$ cat src/rtl/sched_pkg.sv
package sched_pkg;
  localparam int unsigned DEF_REG_W = 4;
  localparam int unsigned DEF_CYC_W = 16;
  localparam int unsigned NUM_SRC   = 2;
  localparam int unsigned FIRST_EXEC = 2;
  localparam int unsigned RAW_GAP    = 2;
endpackage

$ cat src/rtl/sched_scoreboard.sv
module sched_scoreboard
  import sched_pkg::*;
#(
  parameter int unsigned REG_W = DEF_REG_W,
  parameter int unsigned CYC_W = DEF_CYC_W,
  parameter int unsigned NRD   = NUM_SRC
) (
  input  logic                        clk,
  input  logic                        rst,
  input  logic                        clr,
  input  logic                        wr_en,
  input  logic [REG_W-1:0]            wr_idx,
  input  logic [CYC_W-1:0]            wr_cyc,
  input  logic [NRD-1:0][REG_W-1:0]   rd_idx,
  output logic [NRD-1:0]              rd_hit,
  output logic [NRD-1:0][CYC_W-1:0]   rd_cyc
);
  localparam int unsigned NREG = 1 << REG_W;

  logic [NREG-1:0]  vld;
  logic [CYC_W-1:0] cyc_tab [NREG];

  // clear wins over the write of the closing instruction
  always_ff @(posedge clk) begin
    if (rst || clr) vld <= '0;
    else if (wr_en) vld[wr_idx] <= 1'b1;
  end

  always_ff @(posedge clk) begin
    if (wr_en) cyc_tab[wr_idx] <= wr_cyc;
  end

  // reads see the table before this cycle's write
  for (genvar g = 0; g < NRD; g++) begin : g_rd
    assign rd_hit[g] = vld[rd_idx[g]];
    assign rd_cyc[g] = cyc_tab[rd_idx[g]];
  end

  AST_CLR_EMPTIES: assert property (@(posedge clk) disable iff (rst)
    clr |=> (vld == '0));
endmodule

$ cat src/rtl/sched_timing.sv
module sched_timing
  import sched_pkg::*;
#(
  parameter int unsigned CYC_W = DEF_CYC_W,
  parameter int unsigned NSRC  = NUM_SRC
) (
  input  logic                        clk,
  input  logic                        rst,
  input  logic                        adv,
  input  logic                        end_acc,
  input  logic [NSRC-1:0]             src_en,
  input  logic [NSRC-1:0]             hit,
  input  logic [NSRC-1:0][CYC_W-1:0]  prod_cyc,
  output logic [CYC_W-1:0]            exec_cyc,
  output logic [CYC_W-1:0]            total_now
);
  localparam int unsigned XW = CYC_W + 1;

  logic             fresh;
  logic [CYC_W-1:0] prev;
  logic [XW-1:0]    base;
  logic [XW-1:0]    cand [NSRC];
  logic [XW-1:0]    best;

  assign base = fresh ? XW'(FIRST_EXEC) : ({1'b0, prev} + XW'(1));

  for (genvar g = 0; g < NSRC; g++) begin : g_cand
    assign cand[g] = (src_en[g] && hit[g]) ? ({1'b0, prod_cyc[g]} + XW'(RAW_GAP)) : '0;
  end

  always_comb begin
    best = base;
    for (int i = 0; i < NSRC; i++) begin
      if (cand[i] > best) best = cand[i];
    end
  end

  assign exec_cyc  = best[CYC_W-1:0];
  assign total_now = fresh ? '0 : (prev + CYC_W'(1));

  always_ff @(posedge clk) begin
    if (rst) begin
      fresh <= 1'b1;
      prev  <= '0;
    end else begin
      if (adv) prev <= exec_cyc;
      if (end_acc) fresh <= 1'b1;
      else if (adv) fresh <= 1'b0;
    end
  end

  AST_IN_ORDER: assert property (@(posedge clk) disable iff (rst)
    (adv && !fresh) |-> (exec_cyc > prev));
  AST_FRESH_START: assert property (@(posedge clk) disable iff (rst)
    (adv && fresh) |-> (exec_cyc == CYC_W'(FIRST_EXEC)));
  AST_RAW_GAP0: assert property (@(posedge clk) disable iff (rst)
    (adv && src_en[0] && hit[0]) |-> ({1'b0, exec_cyc} >= {1'b0, prod_cyc[0]} + XW'(RAW_GAP)));
  AST_RAW_GAP1: assert property (@(posedge clk) disable iff (rst)
    (adv && src_en[1] && hit[1]) |-> ({1'b0, exec_cyc} >= {1'b0, prod_cyc[1]} + XW'(RAW_GAP)));
endmodule

$ cat src/rtl/sched_safety_mon.sv
module sched_safety_mon
  import sched_pkg::*;
#(
  parameter int unsigned REG_W = DEF_REG_W,
  parameter int unsigned CYC_W = DEF_CYC_W
) (
  input  logic              clk,
  input  logic              rst,
  input  logic              fire,
  input  logic              prog_end,
  input  logic [REG_W-1:0]  dst,
  input  logic [REG_W-1:0]  src0,
  input  logic              src0_en,
  input  logic [REG_W-1:0]  src1,
  input  logic              src1_en,
  input  logic [CYC_W-1:0]  decode,
  input  logic [CYC_W-1:0]  exec,
  output logic              err
);
  localparam int unsigned NREG = 1 << REG_W;

  logic [NREG-1:0]  pv;
  logic [CYC_W-1:0] pe [NREG];
  logic             bad0, bad1;

  assign bad0 = src0_en && pv[src0] && (decode <= pe[src0]);
  assign bad1 = src1_en && pv[src1] && (decode <= pe[src1]);

  always_ff @(posedge clk) begin
    if (rst) begin
      err <= 1'b0;
      pv  <= '0;
    end else begin
      if (fire && (bad0 || bad1)) err <= 1'b1;
      if (prog_end) pv <= '0;
      else if (fire) pv[dst] <= 1'b1;
    end
  end

  always_ff @(posedge clk) begin
    if (fire) pe[dst] <= exec;
  end

  AST_SAFE_SRC0: assert property (@(posedge clk) disable iff (rst)
    (fire && src0_en && pv[src0]) |-> (decode > pe[src0]));
  AST_SAFE_SRC1: assert property (@(posedge clk) disable iff (rst)
    (fire && src1_en && pv[src1]) |-> (decode > pe[src1]));
endmodule

$ cat src/rtl/hazard_sched.sv
module hazard_sched
  import sched_pkg::*;
#(
  parameter int unsigned REG_W = DEF_REG_W,
  parameter int unsigned CYC_W = DEF_CYC_W
) (
  input  logic              clk,
  input  logic              rst,
  input  logic              in_valid,
  output logic              in_ready,
  input  logic [REG_W-1:0]  in_dst,
  input  logic [REG_W-1:0]  in_src0,
  input  logic              in_src0_en,
  input  logic [REG_W-1:0]  in_src1,
  input  logic              in_src1_en,
  input  logic              in_last,
  input  logic              in_nop_end,
  output logic              out_valid,
  input  logic              out_ready,
  output logic [CYC_W-1:0]  out_fetch,
  output logic [CYC_W-1:0]  out_decode,
  output logic [CYC_W-1:0]  out_exec,
  output logic              done_valid,
  output logic [CYC_W-1:0]  done_total,
  output logic              sched_err
);
  logic accept, adv, end_acc;
  logic [NUM_SRC-1:0]             src_en, hit;
  logic [NUM_SRC-1:0][REG_W-1:0]  src_idx;
  logic [NUM_SRC-1:0][CYC_W-1:0]  prod_cyc;
  logic [CYC_W-1:0]               exec_cyc, total_now;

  // output slot
  logic             slot_full, s_ins, s_end;
  logic [CYC_W-1:0] s_exec, s_total;
  logic [REG_W-1:0] s_dst, s_src0, s_src1;
  logic             s_src0_en, s_src1_en;

  assign in_ready = !slot_full || out_ready;
  assign accept   = in_valid && in_ready;
  assign adv      = accept && !in_nop_end;
  assign end_acc  = accept && (in_last || in_nop_end);

  assign src_idx = {in_src1, in_src0};
  assign src_en  = {in_src1_en, in_src0_en};

  sched_scoreboard #(.REG_W(REG_W), .CYC_W(CYC_W), .NRD(NUM_SRC)) i_sb (
    .clk    (clk),
    .rst    (rst),
    .clr    (end_acc),
    .wr_en  (adv),
    .wr_idx (in_dst),
    .wr_cyc (exec_cyc),
    .rd_idx (src_idx),
    .rd_hit (hit),
    .rd_cyc (prod_cyc)
  );

  sched_timing #(.CYC_W(CYC_W), .NSRC(NUM_SRC)) i_tim (
    .clk       (clk),
    .rst       (rst),
    .adv       (adv),
    .end_acc   (end_acc),
    .src_en    (src_en),
    .hit       (hit),
    .prod_cyc  (prod_cyc),
    .exec_cyc  (exec_cyc),
    .total_now (total_now)
  );

  always_ff @(posedge clk) begin
    if (rst) begin
      slot_full <= 1'b0;
      s_ins     <= 1'b0;
      s_end     <= 1'b0;
    end else if (accept) begin
      slot_full <= 1'b1;
      s_ins     <= !in_nop_end;
      s_end     <= in_last || in_nop_end;
    end else if (out_ready) begin
      slot_full <= 1'b0;
    end
  end

  always_ff @(posedge clk) begin
    if (accept) begin
      s_exec    <= exec_cyc;
      s_total   <= in_nop_end ? total_now : (exec_cyc + CYC_W'(1));
      s_dst     <= in_dst;
      s_src0    <= in_src0;
      s_src0_en <= in_src0_en;
      s_src1    <= in_src1;
      s_src1_en <= in_src1_en;
    end
  end

  assign out_valid  = slot_full && s_ins;
  assign done_valid = slot_full && s_end;
  assign out_exec   = s_exec;
  assign out_decode = s_exec - CYC_W'(1);
  assign out_fetch  = s_exec - CYC_W'(2);
  assign done_total = s_total;

  sched_safety_mon #(.REG_W(REG_W), .CYC_W(CYC_W)) i_mon (
    .clk      (clk),
    .rst      (rst),
    .fire     (out_valid && out_ready),
    .prog_end (done_valid && out_ready),
    .dst      (s_dst),
    .src0     (s_src0),
    .src0_en  (s_src0_en),
    .src1     (s_src1),
    .src1_en  (s_src1_en),
    .decode   (out_decode),
    .exec     (out_exec),
    .err      (sched_err)
  );

  AST_SLOT_HOLD: assert property (@(posedge clk) disable iff (rst)
    (out_valid && !out_ready) |=> (out_valid && $stable(out_exec)));
  AST_DONE_HOLD: assert property (@(posedge clk) disable iff (rst)
    (done_valid && !out_ready) |=> (done_valid && $stable(done_total)));
  AST_NO_TAKE_STALLED: assert property (@(posedge clk) disable iff (rst)
    (slot_full && !out_ready) |-> !in_ready);
endmodule

$ cat config.mk
export PLATFORM = sky130hd
export DESIGN_NAME = hazard_sched
export DESIGN_NICKNAME = d
export VERILOG_FILES = /design/src/rtl/sched_pkg.sv /design/src/rtl/sched_scoreboard.sv /design/src/rtl/sched_timing.sv /design/src/rtl/sched_safety_mon.sv /design/src/rtl/hazard_sched.sv
export SDC_FILE = /design/constraint.sdc
export NUM_CORES = 1
export LEC_CHECK = 0
export ABC_AREA = 1
export BUFFER_PORTS_ARGS = -buffer_cell sky130_fd_sc_hd__buf_2
export CAP_MARGIN = 20
export CORE_MARGIN = 2
export CORE_UTILIZATION = 41
export DETAILED_ROUTE_END_ITERATION = 12
export MAX_ROUTING_LAYER = met4
export PLACE_DENSITY = 0.62
export REMOVE_ABC_BUFFERS = 1
export SLEW_MARGIN = 20
export SYNTH_ARGS = -nofsm -noshare
export SYNTH_HDL_FRONTEND = slang
export SYNTH_HIERARCHICAL = 1
export SYNTH_SLANG_ARGS = --single-unit
export TNS_END_PERCENT = 30
$ cat constraint.sdc
create_clock -name clk -period 6.6 [get_ports clk]
set_input_delay 0.33 -clock clk [delete_from_list [all_inputs] [get_ports clk]]
set_output_delay 0.33 -clock clk [all_outputs]
set_load 0.03 [all_outputs]
After elaboration in Yosys (flattened, before gate mapping)
Memories as Yosys holds them, arrays and structs flattened. A register that Yosys moved wholly into a read port is not among the register bits. Index checks and enable logic that the tools add are counted.

Logic and storage cells: 90. Memories: 2. ROM bits: 0. Output and inout port bits: 68. Memory bits (writable): 512. Register bits: 99. Bits in latches: 0.

Reductions and logical operators: 25. Shifts and indexed selects: 0. Div/mod/pow operators: 0. Add/sub/neg operators: 7. Multiply operators: 0. Bitwise operators: 2. Mux-type cells: 27. Order comparisons: 12. Eq/ne operators: 0.

Memories: i_mon.pe (depth 16, bits a word 16, rd ports 2, clocked after memory_dff 2, wr ports 1, RTL line sched_safety_mon.sv:23) `logic [CYC_W-1:0] pe [NREG];`; i_sb.cyc_tab (depth 16, bits a word 16, rd ports 2, clocked after memory_dff 0, wr ports 1, RTL line sched_scoreboard.sv:21) `logic [CYC_W-1:0] cyc_tab [NREG];`.

Operators by type and width (number): 17-bit 2-to-1 mux (4); 16-bit 2-to-1 mux (3); 16-bit by 2-bit adder with 17-bit output, second input constant (2); 17-bit > comparator (2); 16-bit by 1-bit adder with 16-bit output, second input constant (2); 16-bit <= comparator (2); 16-bit OR (2); 4-bit by 5-bit less-than comparator with 1-bit output, second input constant (6); 16-bit by 1-bit adder with 17-bit output, second input constant (1); 1-bit binary-select mux with 4-bit select (4); 1-bit logical AND (16); 16-bit by 1-bit subtractor with 16-bit output, second input constant (1); 16-bit by 2-bit subtractor with 16-bit output, second input constant (1); 1-bit 2-to-1 mux (12); 1-bit demux with 4-bit select (2); 4-bit by 1-bit greater-or-equal comparator with 1-bit output, second input constant (2); 4-bit 2-to-1 mux (2); 1-bit logical OR (4); 2-bit OR reduction (2); 1-bit zero test (2); 2-bit nonzero test (1).

Logic depth before layout (Yosys ltp)
Gate-level depths: netlist of the first run.

Word-level depth: 10. Depth in mapped cells: 49. Mapped depth without buffers: 45.

Hierarchy
The synthesis of the first run kept the hierarchy.

By module, submodules not included: sched_scoreboard (area an instance 14422.6 um2, cells an instance 1783, sequential area each 8007.7 um2, times used 1); sched_safety_mon (area an instance 14014.7 um2, cells an instance 1474, sequential area each 8027.7 um2, times used 1); sched_timing (area an instance 3537.1 um2, cells an instance 616, sequential area each 340.3 um2, times used 1); hazard_sched (area an instance 2676.3 um2, cells an instance 287, sequential area each 1441.4 um2, times used 1).

Worst setup path before layout of the first run
Ideal clock, no wire load.

Path kind: input to register. Start: in in_src0[1]. End: reg s_total[10], in the netlist done_total[10] (data pin). Stages: 45. Data arrival time: 5202 ps. Setup time: 254 ps. Buffers on the path: 5. Required time: 6346 ps. Path slack: 1144 ps. Path through: buf_2 inv_2 buf_4 buf_2 nand3_1 nand3_1 nand3_1 nand2_1 ha_1 nand2_1 nor2_1 nand2_1 nor2_1 nand3_1 nand3_1 inv_1 ha_1 nand2_1 [9 not listed] ha_1 nand2_1 inv_1 o21ai_0 nand2_1 a21oi_1 nand2_2 nand2_4 clkbuf_8 nand3_2 nand2_1 nand2_1 inv_1 nand2_1 nor2_1 nand3_1 nand3_1 nand2_1.

RTL lines: from (decl) (RTL line hazard_sched.sv:12) `input logic [REG_W-1:0] in_src0,`; to (signal assigned) (RTL line hazard_sched.sv:88) `s_total <= in_nop_end ? total_now : (exec_cyc + CYC_W'(1));`; to (decl) (RTL line hazard_sched.sv:35) `logic [CYC_W-1:0] s_exec, s_total;`.

Worst setup path in the final report of the first run
Start: reg i_sb.vld[15]. End: reg s_total[11], in the netlist done_total[11] (data pin).

Longest elaborated chain between the ends: 10.

Ends and longest elaborated chain: from (decl) (RTL line sched_scoreboard.sv:20) `logic [NREG-1:0] vld;`; from (signal assigned) (RTL line sched_scoreboard.sv:25) `if (rst || clr) vld <= '0;`; from (signal, indexed assignment) (RTL line sched_scoreboard.sv:26) `else if (wr_en) vld[wr_idx] <= 1'b1;`; 1-bit binary-select mux with 4-bit select (*) (RTL line sched_scoreboard.sv:35) `assign rd_hit[g] = vld[rd_idx[g]];`; 1-bit 2-to-1 mux (not written as such) (*) (RTL line sched_scoreboard.sv:35); net hit[0] (RTL line hazard_sched.sv:28) `logic [NUM_SRC-1:0] src_en, hit;`; 1-bit logical AND (*) (RTL line sched_timing.sv:28) `assign cand[g] = (src_en[g] && hit[g]) ? ({1'b0, prod_cyc[g]} + XW'(RAW_GAP)) : '0;`; 17-bit 2-to-1 mux (*) (RTL line sched_timing.sv:28); 17-bit > comparator (RTL line sched_timing.sv:34) `if (cand[i] > best) best = cand[i];`; 17-bit 2-to-1 mux (*) (RTL line sched_timing.sv:34); 17-bit > comparator (RTL line sched_timing.sv:34); 16-bit 2-to-1 mux (*) (RTL line sched_timing.sv:34); net exec_cyc[5] (RTL line hazard_sched.sv:31) `logic [CYC_W-1:0] exec_cyc, total_now;`; 16-bit by 1-bit adder with 16-bit output (*) (RTL line hazard_sched.sv:88); 16-bit 2-to-1 mux (*) (RTL line hazard_sched.sv:88).

Mark *: on every way through the listed nets, which the timed path passes. The rest lies on a longest branch. The select of a mux whose other input is x is not followed. A chain may end at the register's enable or synchronous reset.

==> summary.txt, run 1 <==
STA
  • Fin. Hold Viols: 0
  • Slew Viols, Final: 0
  • Max frequency: 173 MHz
  • Least-Margin Pin Slew: 1.20 ns
  • Post-layout min period: 5.79 ns
  • Worst Skew: 0.0234 ns
  • Relative slew slack: 19.6%
  • # setup viols final: 0
  • Fin crit share: 87.7%
  • TNS Setup: 0 ns
  • Setup repair after global routing missed its margin: false
  • Final Worst Setup Slack: 0.815 ns

Drt
  • DR DRC count: 0
  • Vias: 29600
  • Post-Route WL: 113000 um
  • Vias/cell: 5.51
  • Drt pass-1 iters: 6
  • Antenna viol nets, final: 0
  • Routed len/inst: 21.1 um
  • Iter 0 DRT Violations: 3510

Worst setup path
  • R2R setup slack: 0.81 ns
  • Worst setup SP type: register
  • Worst endpoint data arrival time: 6.15 ns
  • RR Endpoint: done_total[11]$_DFFE_PP_
  • Setup crit end kind: register
  • FF-to-FF path depth: 37
  • Crit path top cell by count: nand2_1
  • Critical-path top delay cell: dfxtp_1
  • Worst reg2reg startpoint: i_sb/vld[15]$_SDFFE_PP0P_
  • CP peak stage delay: 0.34 ns
  • Worst Path Class, Setup: register to register
  • Worst-path fanout max: 19
  • CP required: 6.97 ns

Cells and area
  • Fill cells: 8084
  • Flip-flop and latch area: 17800 um2
  • # diodes: 0
  • Multi-input gate area: 13500 um2
  • Share of cells above drive strength 1: 9.32%
  • Most frequent cells in the layout: nand2_1 (929), nand3_1 (599), inv_1 (562)
  • Final Net Count: 4270
  • Final non-filler cell total: 5363
  • Commonest non-fill, non-tap cell in the layout: nand2_1
  • Synth-to-Final Area Change: 11.6%

Clock tree
  • CTS Root Cell: clkbuf_16
  • Max clock buf depth: 3
  • Post-CTS sizing: 0
  • Clk_lat worst skew: 0.63 ns
  • Clock transition at path regs: 0.06 ns
  • CTS buffer count: 68
  • Post-CTS setup buffers: 0
  • CTS tree: built
  • H-tree depth: 3
  • Hold buffer count at CTS: 2
  • Clk sink count: 611

Synth
  • Post-synthesis sequential area ratio: 51.4%
  • Syn Inst Count: 4160
  • Post-synthesis register bit count: 611
  • Synth cell types: 50
  • Ys async rst share: 0%
  • Syn Area/Cell: 8.33 um2
  • Synth Cell Area: 34700 um2
  • Dominant synthesized flop cell: edfxtp_1
  • EDFF count, synth: 558
  • Warnings from Yosys: 6

Placement
  • Post-DP HPWL: 68800 um
  • Cells after DPL: 5236
  • IO Port Bufs: 87
  • GP Congestion: 0.923
  • Setup slack at placement: 0.421 ns

Min path
  • Hold crit path type: primary input to register
  • Hold path depth: 1
  • Hold_sp: in_dst[1]
  • Hold Path End: s_dst[1]$_DFFE_PP_

Run status
  • Status: completed

Floorplanning
  • Starting Density: 41.4%
  • Placeable Area: 83700 um2
  • Die W: 295 um
  • Io pins: 88
  • DIE AREA: 86900 um2
  • Die height: 295 um
  • Num rows: 106

Global route
  • First-pass GRT wire length: 169000 um
  • Initial antenna violation count: 0
  • GRT Total Usage: 26.5%
  • Vias in the first global route: 28000
  • Pin count of the biggest net entering global routing: 197
  • GRT Residual Overflow: 0

Power
  • Peak supply drop: 0.000230 V
  • Pleak: 16.3 nW
  • Power density cells: 295 nW/um2

Job
  • Max-cap violations: 0
report_power, final:
| part | switching (W) | leakage [nW] | internal (W) |
|---|---|---|---|
| clock network | 0.00162 | 1.13 | 0.00237 |
| registers | 0.000143 | 5.58 | 0.00468 |
| logic | 0.00193 | 9.64 | 0.000678 |
how the worst max path moves through the flow:
stage                            startpoint                  endpoint  cells after the start
6_report          i_sb/vld[15]$_SDFFE_PP0P_  done_total[11]$_DFFE_PP_                     37
5_1_grt        i_sb/cyc_tab[1][1]$_DFFE_PP_  done_total[11]$_DFFE_PP_                     41
4_1_cts        i_sb/cyc_tab[9][1]$_DFFE_PP_  done_total[10]$_DFFE_PP_                     39
3_5_place_dp                     in_src0[1]  done_total[10]$_DFFE_PP_                     41
3_3_place_gp                     in_src0[1]  done_total[12]$_DFFE_PP_                     41
2_1_floorplan                    in_src0[0]  done_total[10]$_DFFE_PP_                     41
layer usage:
metal	part of all wire, %	wire [um]	global-route usage (%)
met3	8.0	9000	3.51
met4	4.2	4800	11.2
met2	47	53400	42.9
met1	41	45900	33.5
met5	0	0	-
cells in the mapped netlist, drive strengths merged, types with 3 or more instances:
cell      n  area [um2]
nand2   952        3650
nand3   619        3210
inv     576        2160
edfxtp  558       16800
o21ai   410        2060
nor2    319        1270
a21oi   182         915
buf     143         850
clkbuf   94         395
ha       73         913
o221ai   56         490
dfxtp    53        1060
xor2     27         236
nor3     22         156
nand4    20         140
o22ai    18         113
xnor2     8        70.1
o21bai    6        45.0
clkinv    5        20.0
o21a      4        30.0
nand3b    3        22.5
or2       3        18.8
critical path, delay by kind of cell, from the launching register on:
kind | cells | cell delay, ns
AND/OR/NAND/NOR | 25 | 3.26
buffers and inverters | 6 | 0.93
adder cells (fa/ha/maj) | 2 | 0.47
flip-flops | 1 | 0.34
AO/OA/AOI/OAI | 4 | 0.55
stage by stage:
stage	util, %	hold slack [ns]	cell area (um2)	total power (W)
5_1_grt	46.2	0.0134	38700	0.0119
3_3_place_gp	43.3	0.451	36200	0.00747
2_1_floorplan	-	0.392	33400	0.00640
6_report	46.2	0.0321	38700	0.0114
4_1_cts	46.1	0.0108	38600	0.0115
3_5_place_dp	43.3	0.460	36200	0.00749
logic make-up after synthesis:
kind of cell / Yosys count / share of synthesized area (%)
adders and majority gates: 73 / 2.64
and+or+nand+nor: 1942 / 24.5
xor gates and xnor gates: 35 / 0.885
buffers and inverters: 818 / 9.90
DFF: 611 / 51.4
AOI/OAI and AO/OA: 681 / 10.6
sequential cells by signal (all words and copies together) (netlist names), 4 cells and up:
name / flops
i_tim/prev: 16
i_mon/pe: 256
i_mon/pv: 16
s_src0: 4
s_src1: 4
i_sb/cyc_tab: 256
s_dst: 4
out_exec: 16
i_sb/vld: 16
done_total: 16
cell type report:
cell class | instances | share of cell area, %
flip-flops and latches | 611 | 46.1
well taps | 1134 | 3.67
clock inverters | 42 | 1.49
repair buffers | 184 | 3.69
clock buffers | 80 | 4.57
inverters | 581 | 5.66
multi-input cells | 2731 | 34.9
Note: power is estimated with default switching activity, not from simulation.
==> inputs of run 2 (changes only) <==
--- a/config.mk
+++ b/config.mk
@@ -7,11 +7,11 @@
 export LEC_CHECK = 0
 export ABC_AREA = 1
-export BUFFER_PORTS_ARGS = -buffer_cell sky130_fd_sc_hd__buf_2
 export CAP_MARGIN = 20
 export CORE_MARGIN = 2
 export CORE_UTILIZATION = 41
 export DETAILED_ROUTE_END_ITERATION = 12
+export DONT_BUFFER_PORTS = 1
 export MAX_ROUTING_LAYER = met4
-export PLACE_DENSITY = 0.62
+export PLACE_DENSITY = 0.61
 export REMOVE_ABC_BUFFERS = 1
 export SLEW_MARGIN = 20
==> constraint.sdc (replaced) <==
create_clock -name clk -period 6.6 [get_ports clk]
set_input_delay 0.33 -clock clk [delete_from_list [all_inputs] [get_ports clk]]
set_output_delay 0.33 -clock clk [all_outputs]
set_load 0.02 [all_outputs]
==> run 2 against run 1 <==
Net effect: final cell count shrank 1.4%; total power shrank 3.2%; wire length grew 0.69%; count of clock-buffer cells in the layout grew 7; flip-flop and latch count is the same; largest power group unchanged; non-clock buffer count shrank 80; clock power shrank 4%; register-to-register slack lost 0.14 ns; combinational power shrank 7%; sequential share of layout area grew 0.76 points; clock skew grew 0.0029 ns.
==> summary.txt, run 2 (synthesis gave the netlist of run 1 again) <==
Run status
  • Status: completed

Floorplanning
  • Die height: 295 um (unchanged)
  • Io pins: 88 (unchanged)
  • DIE AREA: 86900 um2 (unchanged)
  • Starting Density: 41.4% (unchanged)
  • Placeable Area: 83700 um2 (unchanged)
  • Num rows: 106 (unchanged)
  • Die W: 295 um (unchanged)

Clock tree
  • CTS buffer count: 68 (unchanged)
  • Post-CTS sizing: 0 (unchanged)
  • Post-CTS setup buffers: 0 (unchanged)
  • CTS tree: built
  • Max clock buf depth: 3 (unchanged)
  • Hold buffer count at CTS: 19 (+17)
  • Clk_lat worst skew: 0.63 ns (about the same)
  • Clk sink count: 611 (unchanged)
  • CTS Root Cell: clkbuf_16
  • H-tree depth: 3 (unchanged)
  • Clock transition at path regs: 0.06 ns (about the same)

Cells and area
  • Final core occ: 45.5% (-0.75 points)
  • Multi-input gate area: 13500 um2 (about the same)
  • Flip-flop and latch area: 17800 um2 (unchanged)
  • Synth-to-Final Area Change: 9.80%
  • Top Registers: i_mon/pe x256, i_sb/cyc_tab x256
  • Fill cells: 8091 (+0.087%)
  • Final Net Count: 4190 (-1.9%)
  • Share of cells above drive strength 1: 7.03% (-2.3 points)
  • Commonest non-fill, non-tap cell in the layout: nand2_1
  • Most frequent cells in the layout: nand2_1 (929), nand3_1 (599), inv_1 (561)

STA
  • Worst Skew: 0.0262 ns (+0.00289 ns)
  • Fin. Hold Viols: 0 (unchanged)
  • Final Worst Setup Slack: 0.673 ns (-0.141 ns)
  • Setup repair after global routing missed its margin: false
  • Post-layout min period: 5.93 ns (+0.141 ns)
  • Least-Margin Pin Slew: 1.16 ns (-0.0476 ns)
  • Fin crit share: 89.8% (+2.1 points)
  • Relative slew slack: 22.8% (+3.2 points)
  • TNS Setup: 0 ns (unchanged)
  • Max frequency: 169 MHz (-2.4%)
  • # setup viols final: 0 (unchanged)
  • Slew Viols, Final: 0 (unchanged)

Placement
  • GP Congestion: 0.946 (+2.6%)
  • Setup slack at placement: 0.460 ns (+0.0389 ns)
  • IO Port Bufs: 0 (-100%)
  • Post-DP HPWL: 68300 um (-0.83%)

Worst setup path
  • Worst reg2reg startpoint: i_sb/cyc_tab[13][2]$_DFFE_PP_
  • CP required: 6.97 ns (about the same)
  • Worst Path Class, Setup: register to register
  • Critical-path top delay cell: nand2_4
  • RR Endpoint: done_total[13]$_DFFE_PP_
  • Setup crit end kind: register
  • Worst endpoint data arrival time: 6.29 ns (+0.14 ns)
  • Worst-path fanout max: 20 (+1)
  • Worst setup path startpoint: i_sb/cyc_tab[13][2]$_DFFE_PP_
  • Worst setup SP type: register
  • CP peak stage delay: 0.37 ns (+0.03 ns)
  • Crit path top cell by count: nand2_1
  • FF-to-FF path depth: 39 (+5.4%)
  • Setup crit end: done_total[13]$_DFFE_PP_
  • R2R setup slack: 0.67 ns (-0.14 ns)

Drt
  • Routed len/inst: 21.5 um (+2.1%)
  • Post-Route WL: 114000 um (+0.69%)
  • Vias/cell: 5.54 (+0.54%)
  • Antenna viol nets, final: 0 (unchanged)
  • DR DRC count: 0 (unchanged)
  • Vias: 29300 (-0.87%)
  • Drt pass-1 iters: 8 (+2)
  • Iter 0 DRT Violations: 3545 (+1.0%)

Power
  • Pleak: 15.9 nW (-2.7%)
  • Power density cells: 291 nW/um2 (-1.6%)
  • Peak supply drop: 0.000214 V (-6.8%)

Global route
  • Vias in the first global route: 27800 (-0.63%)
  • GRT Residual Overflow: 0 (unchanged)
  • Initial antenna violation count: 4 (+4)
  • Pin count of the biggest net entering global routing: 197 (unchanged)
  • GRT Total Usage: 26.7% (+0.24 points)
  • First-pass GRT wire length: 171000 um (+1.0%)

Min path
  • Hold crit path type: primary input to register

Job
  • Max-cap violations: 0 (unchanged)
## run 2: per-stage QoR
step	power, W	area, um2	hold slack [ns]	instances
finish	0.0111	38000	0.0277	5288
global route	0.0115	38000	0.000859	5288
CTS	0.0111	38000	0.00202	5284
detailed placement	0.00724	35600	0.396	5141
global placement	0.00722	35600	0.398	5141
floorplan	0.00631	33400	0.392	3923
## run 2: power breakdown
group          internal, W  switching, W  total (W)
registers          0.00468      0.000110    0.00479
clock network      0.00227       0.00158    0.00385
logic             0.000607       0.00182    0.00242
total              0.00755       0.00351     0.0111
## run 2: how the worst min path moves through the flow
stage	start	end	slack, ns	cells past startpoint
finish	in_nop_end	done_total[2]$_DFFE_PP_	0.03	1
global route	in_nop_end	done_total[5]$_DFFE_PP_	0.0009	2
CTS	in_nop_end	done_total[5]$_DFFE_PP_	0.002	2
detailed placement	rst	i_mon/err$_SDFFE_PP0P_	0.40	1
global placement	rst	i_mon/err$_SDFFE_PP0P_	0.40	1
floorplan	rst	i_mon/err$_SDFFE_PP0P_	0.39	1
## run 2: area by class of cell
cell class,instances,area share (%)
repair buffers,104,2.39
clock buffers,87,4.88
clock inverters,37,0.987
flip-flops and latches,611,46.8
inverters,581,5.75
multi-input cells,2731,35.4
diodes,3,0.0197
well taps,1134,3.73
## run 2: layer usage
metal,track usage [%],wire [um],vias to the layer above
met5,-,0,-
met2,41.9,52500,1393
met1,34.4,46800,13800
li1,-,-,13800
met3,4.29,9620,277
met4,11.3,4900,0
## run 2: critical path, delay by kind of cell, from the launching register on
kind,cells,cell delay [ns]
flip-flops,1,0.33
AO/OA/AOI/OAI,2,0.31
adder cells (fa/ha/maj),3,0.72
AND/OR/NAND/NOR,29,3.74
buffers and inverters,5,0.53
